`src/rtl/nor_erase_pkg.sv`:
```
package nor_erase_pkg;

   typedef enum logic [2:0] {
      S_IDLE,
      S_CMD,
      S_POLL,
      S_CHECK,
      S_RESET,
      S_FIN
   } seq_state_e;

   typedef enum logic {
      OP_CHIP   = 1'b0,
      OP_SECTOR = 1'b1
   } erase_op_e;

   localparam int unsigned CMD_CYCLES = 6;
   localparam int unsigned STEP_W     = $clog2(CMD_CYCLES);

   localparam logic [7:0] CODE_KEY_A  = 8'hAA;
   localparam logic [7:0] CODE_KEY_B  = 8'h55;
   localparam logic [7:0] CODE_SETUP  = 8'h80;
   localparam logic [7:0] CODE_WHOLE  = 8'h10;
   localparam logic [7:0] CODE_SECTOR = 8'h30;
   localparam logic [7:0] CODE_RESET  = 8'hF0;

endpackage

```
`src/rtl/nor_cmd_table.sv`:
```
module nor_cmd_table
   import nor_erase_pkg::*;
#(
   parameter int unsigned AW = 24,
   parameter int unsigned DW = 16
) (
   input  logic [STEP_W-1:0] step_i,
   input  erase_op_e         op_i,
   input  logic [AW-1:0]     unlock1_i,
   input  logic [AW-1:0]     unlock2_i,
   input  logic [AW-1:0]     sect_i,
   output logic [AW-1:0]     addr_o,
   output logic [DW-1:0]     data_o
);

   logic [7:0] code;

   always_comb begin
      addr_o = '0;
      code   = 8'h00;
      unique case (step_i)
         3'd0: begin addr_o = unlock1_i; code = CODE_KEY_A; end
         3'd1: begin addr_o = unlock2_i; code = CODE_KEY_B; end
         3'd2: begin addr_o = unlock1_i; code = CODE_SETUP; end
         3'd3: begin addr_o = unlock1_i; code = CODE_KEY_A; end
         3'd4: begin addr_o = unlock2_i; code = CODE_KEY_B; end
         3'd5: begin
            if (op_i == OP_SECTOR) begin
               addr_o = sect_i;
               code   = CODE_SECTOR;
            end else begin
               addr_o = unlock1_i;
               code   = CODE_WHOLE;
            end
         end
         default: begin addr_o = '0; code = 8'h00; end
      endcase
   end

   generate
      if (DW > 8) begin : g_pad
         assign data_o = {{(DW-8){1'b0}}, code};
      end else begin : g_narrow
         assign data_o = code;
      end
   endgenerate

endmodule

```
`src/rtl/nor_poll_timer.sv`:
```
module nor_poll_timer #(
   parameter longint unsigned TIMEOUT_CYC = 64'd5_000_000_000,
   parameter int unsigned     POLL_GAP    = 250
) (
   input  logic clk,
   input  logic rst_n,
   input  logic arm_i,
   input  logic run_i,
   input  logic hold_i,
   output logic sample_o,
   output logic expired_o
);

   localparam int unsigned TW = $clog2(TIMEOUT_CYC + 1);
   localparam int unsigned GW = $clog2(POLL_GAP + 1);
   localparam logic [TW-1:0] TO_LOAD  = TW'(TIMEOUT_CYC);
   localparam logic [GW-1:0] GAP_LOAD = GW'(POLL_GAP);

   logic [TW-1:0] to_q;
   logic [GW-1:0] gap_q;
   logic          resume_q;
   logic          live;

   assign live      = run_i && !hold_i && !resume_q;
   assign sample_o  = live && (gap_q == '0);
   assign expired_o = live && (to_q == '0);

   always_ff @(posedge clk or negedge rst_n) begin
      if (!rst_n) begin
         to_q     <= '0;
         gap_q    <= '0;
         resume_q <= 1'b0;
      end else if (arm_i) begin
         to_q     <= TO_LOAD;
         gap_q    <= GAP_LOAD;
         resume_q <= 1'b0;
      end else if (run_i) begin
         if (hold_i) begin
            resume_q <= 1'b1;
         end else if (resume_q) begin
            to_q     <= TO_LOAD;
            gap_q    <= GAP_LOAD;
            resume_q <= 1'b0;
         end else begin
            if (to_q != '0) to_q <= to_q - TW'(1);
            if (gap_q == '0) gap_q <= GAP_LOAD;
            else             gap_q <= gap_q - GW'(1);
         end
      end
   end


   hold_freeze_chk: assert property (@(posedge clk) disable iff (!rst_n)
      (run_i && hold_i && !arm_i) |=> ($stable(to_q) && $stable(gap_q)));


   resume_reload_chk: assert property (@(posedge clk) disable iff (!rst_n)
      (run_i && !hold_i && resume_q && !arm_i) |=> (to_q == TO_LOAD && gap_q == GAP_LOAD));


   countdown_chk: assert property (@(posedge clk) disable iff (!rst_n)
      (live && !arm_i && to_q != '0) |=> (to_q == $past(to_q) - TW'(1)));

endmodule

```
`src/rtl/nor_erase_seq.sv`:
```
module nor_erase_seq
   import nor_erase_pkg::*;
#(
   parameter int unsigned     AW          = 24,
   parameter int unsigned     DW          = 16,
   parameter int unsigned     LW          = AW + 1,
   parameter longint unsigned DEV_SIZE    = 64'd16_777_216,
   parameter longint unsigned TIMEOUT_CYC = 64'd5_000_000_000,
   parameter int unsigned     POLL_GAP    = 250
) (
   input  logic          clk,
   input  logic          rst_n,
   input  logic          start_i,
   input  logic          mode_i,
   input  logic [AW-1:0] sect_addr_i,
   input  logic [LW-1:0] len_i,
   input  logic [AW-1:0] unlock1_i,
   input  logic [AW-1:0] unlock2_i,
   input  logic          dev_ready_i,
   input  logic          suspend_i,
   input  logic [DW-1:0] rd_data_i,
   output logic          bus_we_o,
   output logic [AW-1:0] bus_addr_o,
   output logic [DW-1:0] bus_wdata_o,
   output logic          busy_o,
   output logic          done_o,
   output logic          error_o
);

   localparam logic [LW-1:0]     FULL_LEN  = LW'(DEV_SIZE);
   localparam logic [STEP_W-1:0] LAST_STEP = STEP_W'(CMD_CYCLES - 1);

   generate
      if (DW < 8) begin : g_bad_dw
         $error("nor_erase_seq: DW must be at least 8");
      end
      if (POLL_GAP < 1) begin : g_bad_gap
         $error("nor_erase_seq: POLL_GAP must be at least 1");
      end
      if (TIMEOUT_CYC < 1) begin : g_bad_to
         $error("nor_erase_seq: TIMEOUT_CYC must be at least 1");
      end
      if (LW <= AW) begin : g_bad_lw
         $error("nor_erase_seq: LW must exceed AW");
      end
   endgenerate

   seq_state_e        state_q;
   logic [STEP_W-1:0] step_q;
   erase_op_e         op_q;
   logic [AW-1:0]     sect_q;
   logic              fail_q;

   logic          refuse;
   logic          arm;
   logic          run;
   logic          sample;
   logic          expired;
   logic [AW-1:0] tbl_addr;
   logic [DW-1:0] tbl_data;
   logic [AW-1:0] chk_addr;

   assign refuse   = (erase_op_e'(mode_i) == OP_CHIP) &&
                     ((sect_addr_i != '0) || (len_i != FULL_LEN));
   assign arm      = (state_q == S_CMD) && (step_q == LAST_STEP);
   assign run      = (state_q == S_POLL);
   assign chk_addr = (op_q == OP_SECTOR) ? sect_q : unlock1_i;

   nor_cmd_table #(.AW(AW), .DW(DW)) u_table (
      .step_i    (step_q),
      .op_i      (op_q),
      .unlock1_i (unlock1_i),
      .unlock2_i (unlock2_i),
      .sect_i    (sect_q),
      .addr_o    (tbl_addr),
      .data_o    (tbl_data)
   );

   nor_poll_timer #(.TIMEOUT_CYC(TIMEOUT_CYC), .POLL_GAP(POLL_GAP)) u_timer (
      .clk       (clk),
      .rst_n     (rst_n),
      .arm_i     (arm),
      .run_i     (run),
      .hold_i    (suspend_i),
      .sample_o  (sample),
      .expired_o (expired)
   );

   always_ff @(posedge clk or negedge rst_n) begin
      if (!rst_n) begin
         state_q <= S_IDLE;
         step_q  <= '0;
         op_q    <= OP_CHIP;
         sect_q  <= '0;
         fail_q  <= 1'b0;
      end else begin
         unique case (state_q)
            S_IDLE: begin
               if (start_i) begin
                  op_q   <= erase_op_e'(mode_i);
                  sect_q <= sect_addr_i;
                  step_q <= '0;
                  if (refuse) begin
                     fail_q  <= 1'b1;
                     state_q <= S_FIN;
                  end else begin
                     fail_q  <= 1'b0;
                     state_q <= S_CMD;
                  end
               end
            end
            S_CMD: begin
               if (step_q == LAST_STEP) state_q <= S_POLL;
               else                     step_q  <= step_q + STEP_W'(1);
            end
            S_POLL: begin
               if (expired || (sample && dev_ready_i)) state_q <= S_CHECK;
            end
            S_CHECK: begin
               if (rd_data_i == '1) begin
                  state_q <= S_FIN;
               end else begin
                  fail_q  <= 1'b1;
                  state_q <= S_RESET;
               end
            end
            S_RESET: state_q <= S_FIN;
            S_FIN:   state_q <= S_IDLE;
            default: state_q <= S_IDLE;
         endcase
      end
   end

   always_comb begin
      bus_we_o    = 1'b0;
      bus_addr_o  = '0;
      bus_wdata_o = '0;
      unique case (state_q)
         S_CMD: begin
            bus_we_o    = 1'b1;
            bus_addr_o  = tbl_addr;
            bus_wdata_o = tbl_data;
         end
         S_CHECK: bus_addr_o = chk_addr;
         S_RESET: begin
            bus_we_o    = 1'b1;
            bus_wdata_o = DW'(CODE_RESET);
         end
         default: ;
      endcase
   end

   assign busy_o  = (state_q == S_CMD) || (state_q == S_POLL) ||
                    (state_q == S_CHECK) || (state_q == S_RESET);
   assign done_o  = (state_q == S_FIN);
   assign error_o = done_o && fail_q;


   step_advance_chk: assert property (@(posedge clk) disable iff (!rst_n)
      (state_q == S_CMD && step_q != LAST_STEP) |=>
      (bus_we_o && step_q == $past(step_q) + STEP_W'(1)));


   reset_then_fail_chk: assert property (@(posedge clk) disable iff (!rst_n)
      (state_q == S_RESET) |=> (done_o && error_o));


   refuse_chk: assert property (@(posedge clk) disable iff (!rst_n)
      (state_q == S_IDLE && start_i && refuse) |=> (done_o && error_o && !bus_we_o && !busy_o));


   done_pulse_chk: assert property (@(posedge clk) disable iff (!rst_n)
      done_o |=> !done_o);


   done_not_busy_chk: assert property (@(posedge clk) disable iff (!rst_n)
      done_o |-> !busy_o);


   start_busy_chk: assert property (@(posedge clk) disable iff (!rst_n)
      (state_q == S_IDLE && start_i && !refuse) |=> busy_o);

endmodule

```
`config.mk`:
```
export PLATFORM = sky130hd
export DESIGN_NAME = nor_erase_seq
export DESIGN_NICKNAME = d
export VERILOG_FILES = /design/src/rtl/nor_erase_pkg.sv /design/src/rtl/nor_cmd_table.sv /design/src/rtl/nor_poll_timer.sv /design/src/rtl/nor_erase_seq.sv
export SDC_FILE = /design/constraint.sdc
export NUM_CORES = 1
export LEC_CHECK = 0
export CORE_MARGIN = 2
export CORE_UTILIZATION = 47
export DETAILED_ROUTE_END_ITERATION = 16
export PLACE_DENSITY = 0.81
export SLEW_MARGIN = 20
export SYNTH_ARGS = -nofsm -noshare
export SYNTH_HDL_FRONTEND = slang
export SYNTH_SLANG_ARGS = --single-unit
```
`constraint.sdc`:
```
create_clock -name clk -period 3.4 [get_ports clk]
set_input_delay 1.02 -clock clk [delete_from_list [all_inputs] [get_ports clk]]
set_output_delay 1.02 -clock clk [all_outputs]
set_load 0.02 [all_outputs]
```
==> results of run 1 <==
[area by class of cell]
cell class / instances / area, µm²
flip-flops and latches: 74 / 1850
inverters: 12 / 45.0
well taps: 133 / 166
clock inverters: 7 / 101
fillers: 770 / 3100
repair buffers: 182 / 1760
clock buffers: 9 / 124
multi-input cells: 448 / 2720
[metrics by stage]
stage	power, mW	hold slack, ns	setup TNS [ns]	instance area (µm²)	cells
global route	6.06	0.521	-0.00371	6770	865
CTS	5.66	0.489	0	6760	865
detailed placement	5.00	0.468	-0.801	6560	849
finish	5.68	0.487	0	6770	865
floorplan	3.52	0.445	0	4840	580
global placement	4.88	0.457	-0.573	6560	849
[sequential cells by signal, indices dropped and copies added (netlist names)]
register          flops
u_timer.resume_q      1
op_q                  1
u_timer.to_q         33
fail_q                1
u_timer.gap_q         8
state_q               3
step_q                3
sect_q               24
[where the power goes]
part           internal (mW)  total (mW)  switching [mW]
logic                   1.44        3.42            1.97
clock network          0.421       0.781           0.360
registers               1.19        1.48           0.292
total                   3.05        5.68            2.63
[worst max-delay path by stage]
| stage | slack [ns] | cells past startpoint | end |
|---|---|---|---|
| floorplan | 0.48 | 7 | bus_addr_o[10] |
| global placement | -0.15 | 4 | bus_addr_o[3] |
| detailed placement | -0.14 | 4 | bus_addr_o[3] |
| CTS | 0.01 | 8 | bus_wdata_o[7] |
| global route | -0.004 | 8 | bus_addr_o[1] |
| finish | 0.12 | 7 | bus_addr_o[9] |
[layer usage]
metal  vias to the layer above  track usage [%]  wire length, µm
met1                      2520             34.1             6260
met3                        42             5.32             1100
li1                       2447                -                -
met2                       240             51.7             8280
met5                         -                0                0
met4                         0             11.3              500
[logic make-up after synthesis]
| group | after synthesis |
|---|---|
| adder cells (fa/ha/maj) | 8 |
| AND/OR/NAND/NOR | 249 |
| multiplexers | 26 |
| other | 1 |
| AO/OA/AOI/OAI | 153 |
| buffers and inverters | 58 |
| XOR/XNOR | 4 |
| flip-flops | 74 |
[timing repair]
item,4_1_cts,5_1_grt
resized for setup,23,19
cloned,0,0
endpoints found under the setup margin,24,20
[cells in the final DEF (no fill, tap or decap), drive strengths merged, types with 6 or more instances in the layout]
master / synthesis / layout
clkbuf: 31 / 13
o41ai: 6 / 6
nor4: 18 / 18
o21ai: 26 / 26
or4: 12 / 12
nor3: 20 / 20
clkdlybuf4s15: 0 / 6
conb: 1 / 8
inv: 12 / 14
nor2: 26 / 26
ha: 8 / 8
o31ai: 10 / 10
a21oi: 31 / 31
a22oi: 27 / 27
mux2i: 24 / 24
nand4: 14 / 14
o22ai: 26 / 26
or3: 10 / 10
or2: 6 / 6
clkdlybuf4s50: 0 / 125
buf: 15 / 31
dlygate4sd2: 0 / 12
dfrtp: 74 / 74
nand2: 96 / 96
nand3: 17 / 17
[critical path, delay by kind of cell, from the launching register on]
family	cells	cell delay [ns]
compound gates	3	0.55
flops	1	0.42
fa+ha+maj	2	0.41
buf+inv	2	0.54
==> impl_metrics.env, run 1 <==
export IMPL_synthMostInstantiatedCell="nand2_1"
export IMPL_cpMostUsedCell="ha_1"
export IMPL_syn_inst=573
export IMPL_timing_rr_end="u_timer.to_q[11]"
export IMPL_ctsHoldBuffers=0
export IMPL_start_kind="flop"
export IMPL_antenna_found_initial=0
export IMPL_grt_pass1_vias=5174
export IMPL_grt_util_all_layers_pct=28.9
export IMPL_fin_crit_ns=3.28
export IMPL_initial_core_util_pct=48.8
export IMPL_cts_buffer_depth=2
export IMPL_cp_startpoint="step_q[0]"
export IMPL_outcome="finished, final reports clean"
export IMPL_htreeDepth=3
export IMPL_synth_top_family_by_area="simple AND/OR/NAND/NOR gates"
export IMPL_ir_drop_uv=579
export IMPL_grt_pass1_wl_mm=25.9
export IMPL_synth_fa_ha_area_share_pct=2.08
export IMPL_drtPass1Iterations=5
export IMPL_yosysWarnings=0
export IMPL_synth_flop_cell="dfrtp_1"
export IMPL_nets=854
export IMPL_num_antenna_cells=0
export IMPL_hold_path_class="reg -> reg"
export IMPL_hp_start="sect_q[16]"
export IMPL_rr_worst_depth=5
export IMPL_yosys_register_bits=74
export IMPL_synth_xor_area_share_pct=0.727
export IMPL_dp_slack_ns=-0.142
export IMPL_ys_seq_area_share_pct=38.4
export IMPL_holdPathStages=2
export IMPL_synth_async_sr_flop_share_pct=100
export IMPL_cp_end_kind="output port"
export IMPL_numCtsBuffers=9
export IMPL_setup_slack_ns=0.115
export IMPL_insertion_delay_ns=0.36
export IMPL_cts_sinks=74
export IMPL_cp_arrival_ns=2.26
export IMPL_crit_chain="ha_1 > ha_1 > o21bai_2 > o21ai_1 > buf_12 > o22ai_1 > dlygate4sd2_1"
export IMPL_synth_top_area_cell="dfrtp_1"
export IMPL_finalHoldViolCount=0
export IMPL_critPathKind="reg -> out"
export IMPL_synth_simple_area_share_pct=26.6
export IMPL_gp_congestion=0.893
export IMPL_synth_top_area_share_pct=38.4
export IMPL_cp_max_fo=24
export IMPL_clock_root_buffer="clkbuf_8"
export IMPL_fin_util_pct=68.6
export IMPL_hold_end="sect_q[16]"
export IMPL_vias_per_cell=6.07
export IMPL_num_io_pins=163
export IMPL_die_x_um=105
export IMPL_fmax_mhz=304
export IMPL_cts_tree="built"
export IMPL_portBuffers=154
export IMPL_slowest_delay_ns=0.42
export IMPL_slowest_stage="dfrtp_1"
export IMPL_ant_nets=0
export IMPL_drt_iter0_drc=384
export IMPL_synth_compound_area_share_pct=20.9
export IMPL_drcViolationCount=0
export IMPL_relSlewSlack_pct=43.5
export IMPL_avgSynthCellArea_um2=8.41
export IMPL_grt_max_degree=44
export IMPL_critPathRequiredTime_ns=2.38
export IMPL_clock_skew_ns=0.0146
export IMPL_dieHeight_um=105
export IMPL_synth_mux_area_share_pct=5.45
export IMPL_reg2reg_slack_ns=0.62
export IMPL_die_area_um2=11100
export IMPL_ys_top_cells_by_count="96 x nand2_1, 74 x dfrtp_1, 31 x a21oi_1, 31 x clkbuf_1, 27 x a22oi_1"
export IMPL_layout_drive_gt1_share_pct=9.43
export IMPL_synthTopCellsByArea="dfrtp_1 38%, nand2_1 7.5%, mux2i_1 5.0%"
export IMPL_fp_row_count=36
export IMPL_setup_viol=0
export IMPL_wl_per_cell_um=18.7
export IMPL_clkTransAtPathRegs_ns=0.09
export IMPL_vias=5249
export IMPL_synth_area_um2=4820
export IMPL_p_leak_nw=2.89
export IMPL_postCtsSetupBuffers=0
export IMPL_tightest_slew_ns=0.840
export IMPL_p_per_area_nw_per_um2=840
export IMPL_synth_edf_count=0
export IMPL_yosysUniqueCellTypes=59
export IMPL_grt_overflow_total=0
export IMPL_core_um2=9860
export IMPL_hpwlAfterDp_mm=12.0
export IMPL_area_growth_pct=40.5
export IMPL_period_share_pct=96.6
export IMPL_drt_total_wl_mm=16.1
export IMPL_r2r_start="u_timer.to_q[21]"
export IMPL_drv_slew=0
export IMPL_drv_cap=0
Note: power is estimated with default switching activity, not from simulation.
==> run 2, diff against run 1 <==
CORE_MARGIN = 10   (was 2)
REMOVE_ABC_BUFFERS = 1   (was default)
==> run 2 against run 1 <==
Cell count is 0.12% lower. Global-route usage shrank 6.2 points. Register-to-register slack better by 0.06 ns. Critical path type unchanged. Critical endpoint is now bus_addr_o[6]. Largest cell class unchanged.
==> impl_metrics.env, run 2 (synthesis gave the netlist of run 1 again) <==
export IMPL_postCtsSetupBuffers=0
export IMPL_gp_congestion=0.930
export IMPL_internal_power_mw=2.96
export IMPL_vias_per_cell=6.06
export IMPL_area_growth_pct=39.5
export IMPL_grt_overflow_total=0
export IMPL_cp_max_fo=25
export IMPL_drtPass1Iterations=5
export IMPL_grt_util_all_layers_pct=22.7
export IMPL_critPathRequiredTime_ns=2.38
export IMPL_swShare_pct=46.9
export IMPL_slowest_delay_ns=0.42
export IMPL_vias=5232
export IMPL_num_io_pins=163
export IMPL_top_register="u_timer.to_q"
export IMPL_cts_buffer_depth=2
export IMPL_reg2reg_slack_ns=0.68
export IMPL_fp_row_count=36
export IMPL_final_cell_mix="126 x clkdlybuf4s50_1, 96 x nand2_1, 74 x dfrtp_1"
export IMPL_portBuffers=154
export IMPL_hpwlAfterDp_mm=13.3
export IMPL_ant_nets=0
export IMPL_drcViolationCount=0
export IMPL_grt_max_degree=61
export IMPL_numCtsBuffers=9
export IMPL_htreeDepth=3
export IMPL_start_kind="flop"
export IMPL_combPwrFrac_pct=61.3
export IMPL_drt_total_wl_mm=17.5
export IMPL_grt_pass1_wl_mm=27.4
export IMPL_tightest_slew_ns=0.707
export IMPL_rsz0062_at_grt="no"
export IMPL_p_per_area_nw_per_um2=830
export IMPL_antenna_found_initial=1
export IMPL_ir_drop_uv=417
export IMPL_largest_reg_flops=33
export IMPL_layout_drive_gt1_share_pct=9.04
export IMPL_cts_tree="built"
export IMPL_period_share_pct=96.6
export IMPL_final_cells=864
export IMPL_initial_core_util_pct=48.8
export IMPL_cp_end_kind="output port"
export IMPL_power_frac_clock_pct=12.0
export IMPL_dieHeight_um=121
export IMPL_power_frac_seq_pct=26.7
export IMPL_drv_slew=0
export IMPL_critical_path_top_delay_family="buffers and inverters"
export IMPL_die_area_um2=14700
export IMPL_slowest_stage="dfrtp_1"
export IMPL_outcome="finished, final reports clean"
export IMPL_critPathKind="reg -> out"
export IMPL_crit_buf_inv=3
export IMPL_place_inst=847
export IMPL_top_regs="u_timer.to_q x33, sect_q x24, u_timer.gap_q x8"
export IMPL_cp_arrival_ns=2.26
export IMPL_die_x_um=121
export IMPL_fmax_mhz=305
export IMPL_crit_chain="inv_1 > ha_1 > nor2_1 > o21bai_2 > buf_12 > a22oi_1 > o22ai_1 > dlygate4sd2_1"
export IMPL_grt_pass1_vias=5037
export IMPL_drt_iter0_drc=397
export IMPL_power_mw=5.58
export IMPL_clkTransAtPathRegs_ns=0.08
export IMPL_setup_viol=0
export IMPL_p_leak_nw=2.84
export IMPL_finalHoldViolCount=0
export IMPL_core_um2=9860
export IMPL_nets=852
export IMPL_relSlewSlack_pct=52.4
export IMPL_switching_power_mw=2.62
export IMPL_clock_root_buffer="clkbuf_8"
export IMPL_wl_per_cell_um=20.2
export IMPL_clock_skew_ns=0.0104
export IMPL_fin_tns_setup_ns=0
export IMPL_hold_path_class="reg -> reg"
export IMPL_fin_crit_ns=3.28
export IMPL_cts_sinks=74
export IMPL_drv_cap=0
export IMPL_final_common_cell="clkdlybuf4s50_1"
export IMPL_insertion_delay_ns=0.35
[run 2: changes by cell type in the layout (fill, tap and decap cells not counted), moves of 2 or more]
cell             previous run  this run
buf_12                      3         5
buf_4                      26        21
clkdlybuf4s15_1             6         2
clkinv_2                    1         4
dlygate4sd2_1              12        19
dlymetal6s2s_1              4         1
[run 2: layout make-up]
class	instances	area, µm²
fillers	783	3150
multi-input cells	448	2720
flip-flops and latches	74	1850
repair buffers	180	1750
well taps	133	166
clock buffers	10	128
clock inverters	6	57.6
inverters	12	45.0
diodes	1	2.50
[run 2: routing by layer]
metal  up-vias  GRT usage (%)  share of wire, %
met2       272           39.1                50
met4         0           5.51               1.3
li1       2434              -                 -
met1      2503           28.7                41
met3        23           4.28               8.2
met5         -              0                 0
[run 2: stage by stage]
step | util (%) | instance area, µm² | setup slack (ns) | hold slack, ns
2_1_floorplan | - | 4610 | -0.502 | 0.445
3_3_place_gp | 66.6 | 6570 | -0.0242 | 0.464
3_5_place_dp | 66.6 | 6570 | -0.0684 | 0.466
4_1_cts | 68.2 | 6730 | 0.0566 | 0.486
5_1_grt | 68.1 | 6720 | 0.00565 | 0.522
6_report | 68.1 | 6720 | 0.117 | 0.486
[run 2: worst paths after layout]
kind | depth (start not counted) | start | to
worst max-delay path | 8 | step_q[0] | bus_addr_o[6]
worst min-delay path | 2 | sect_q[8] | sect_q[8]
worst max register to register | 5 | u_timer.to_q[21] | u_timer.to_q[13]
worst min register to register | 2 | sect_q[8] | sect_q[8]
max in group asynchronous | 2 | rst_n | sect_q[12]
min in group asynchronous | 1 | rst_n | sect_q[21]
[run 2: tightest hold or removal path: stages, from the launching register on]
cell and delay, ns:
dfrtp_1 0.35, nand2_1 0.05, nand2_1 0.06
[run 2: repair_timing]
| action | 4_1_cts | 5_1_grt |
|---|---|---|
| endpoints found under the setup margin | 26 | 22 |
| hold buffers | 0 | 0 |
| resized for setup | 26 | 14 |
[run 2: power by group through the flow]
stage | logic [mW] | clock network [mW] | registers, mW
2_1_floorplan | 1.94 | 0 | 1.47
3_3_place_gp | 3.45 | 0 | 1.46
3_5_place_dp | 3.56 | 0 | 1.49
4_1_cts | 3.40 | 0.675 | 1.47
5_1_grt | 3.70 | 0.711 | 1.53
6_report | 3.42 | 0.672 | 1.49
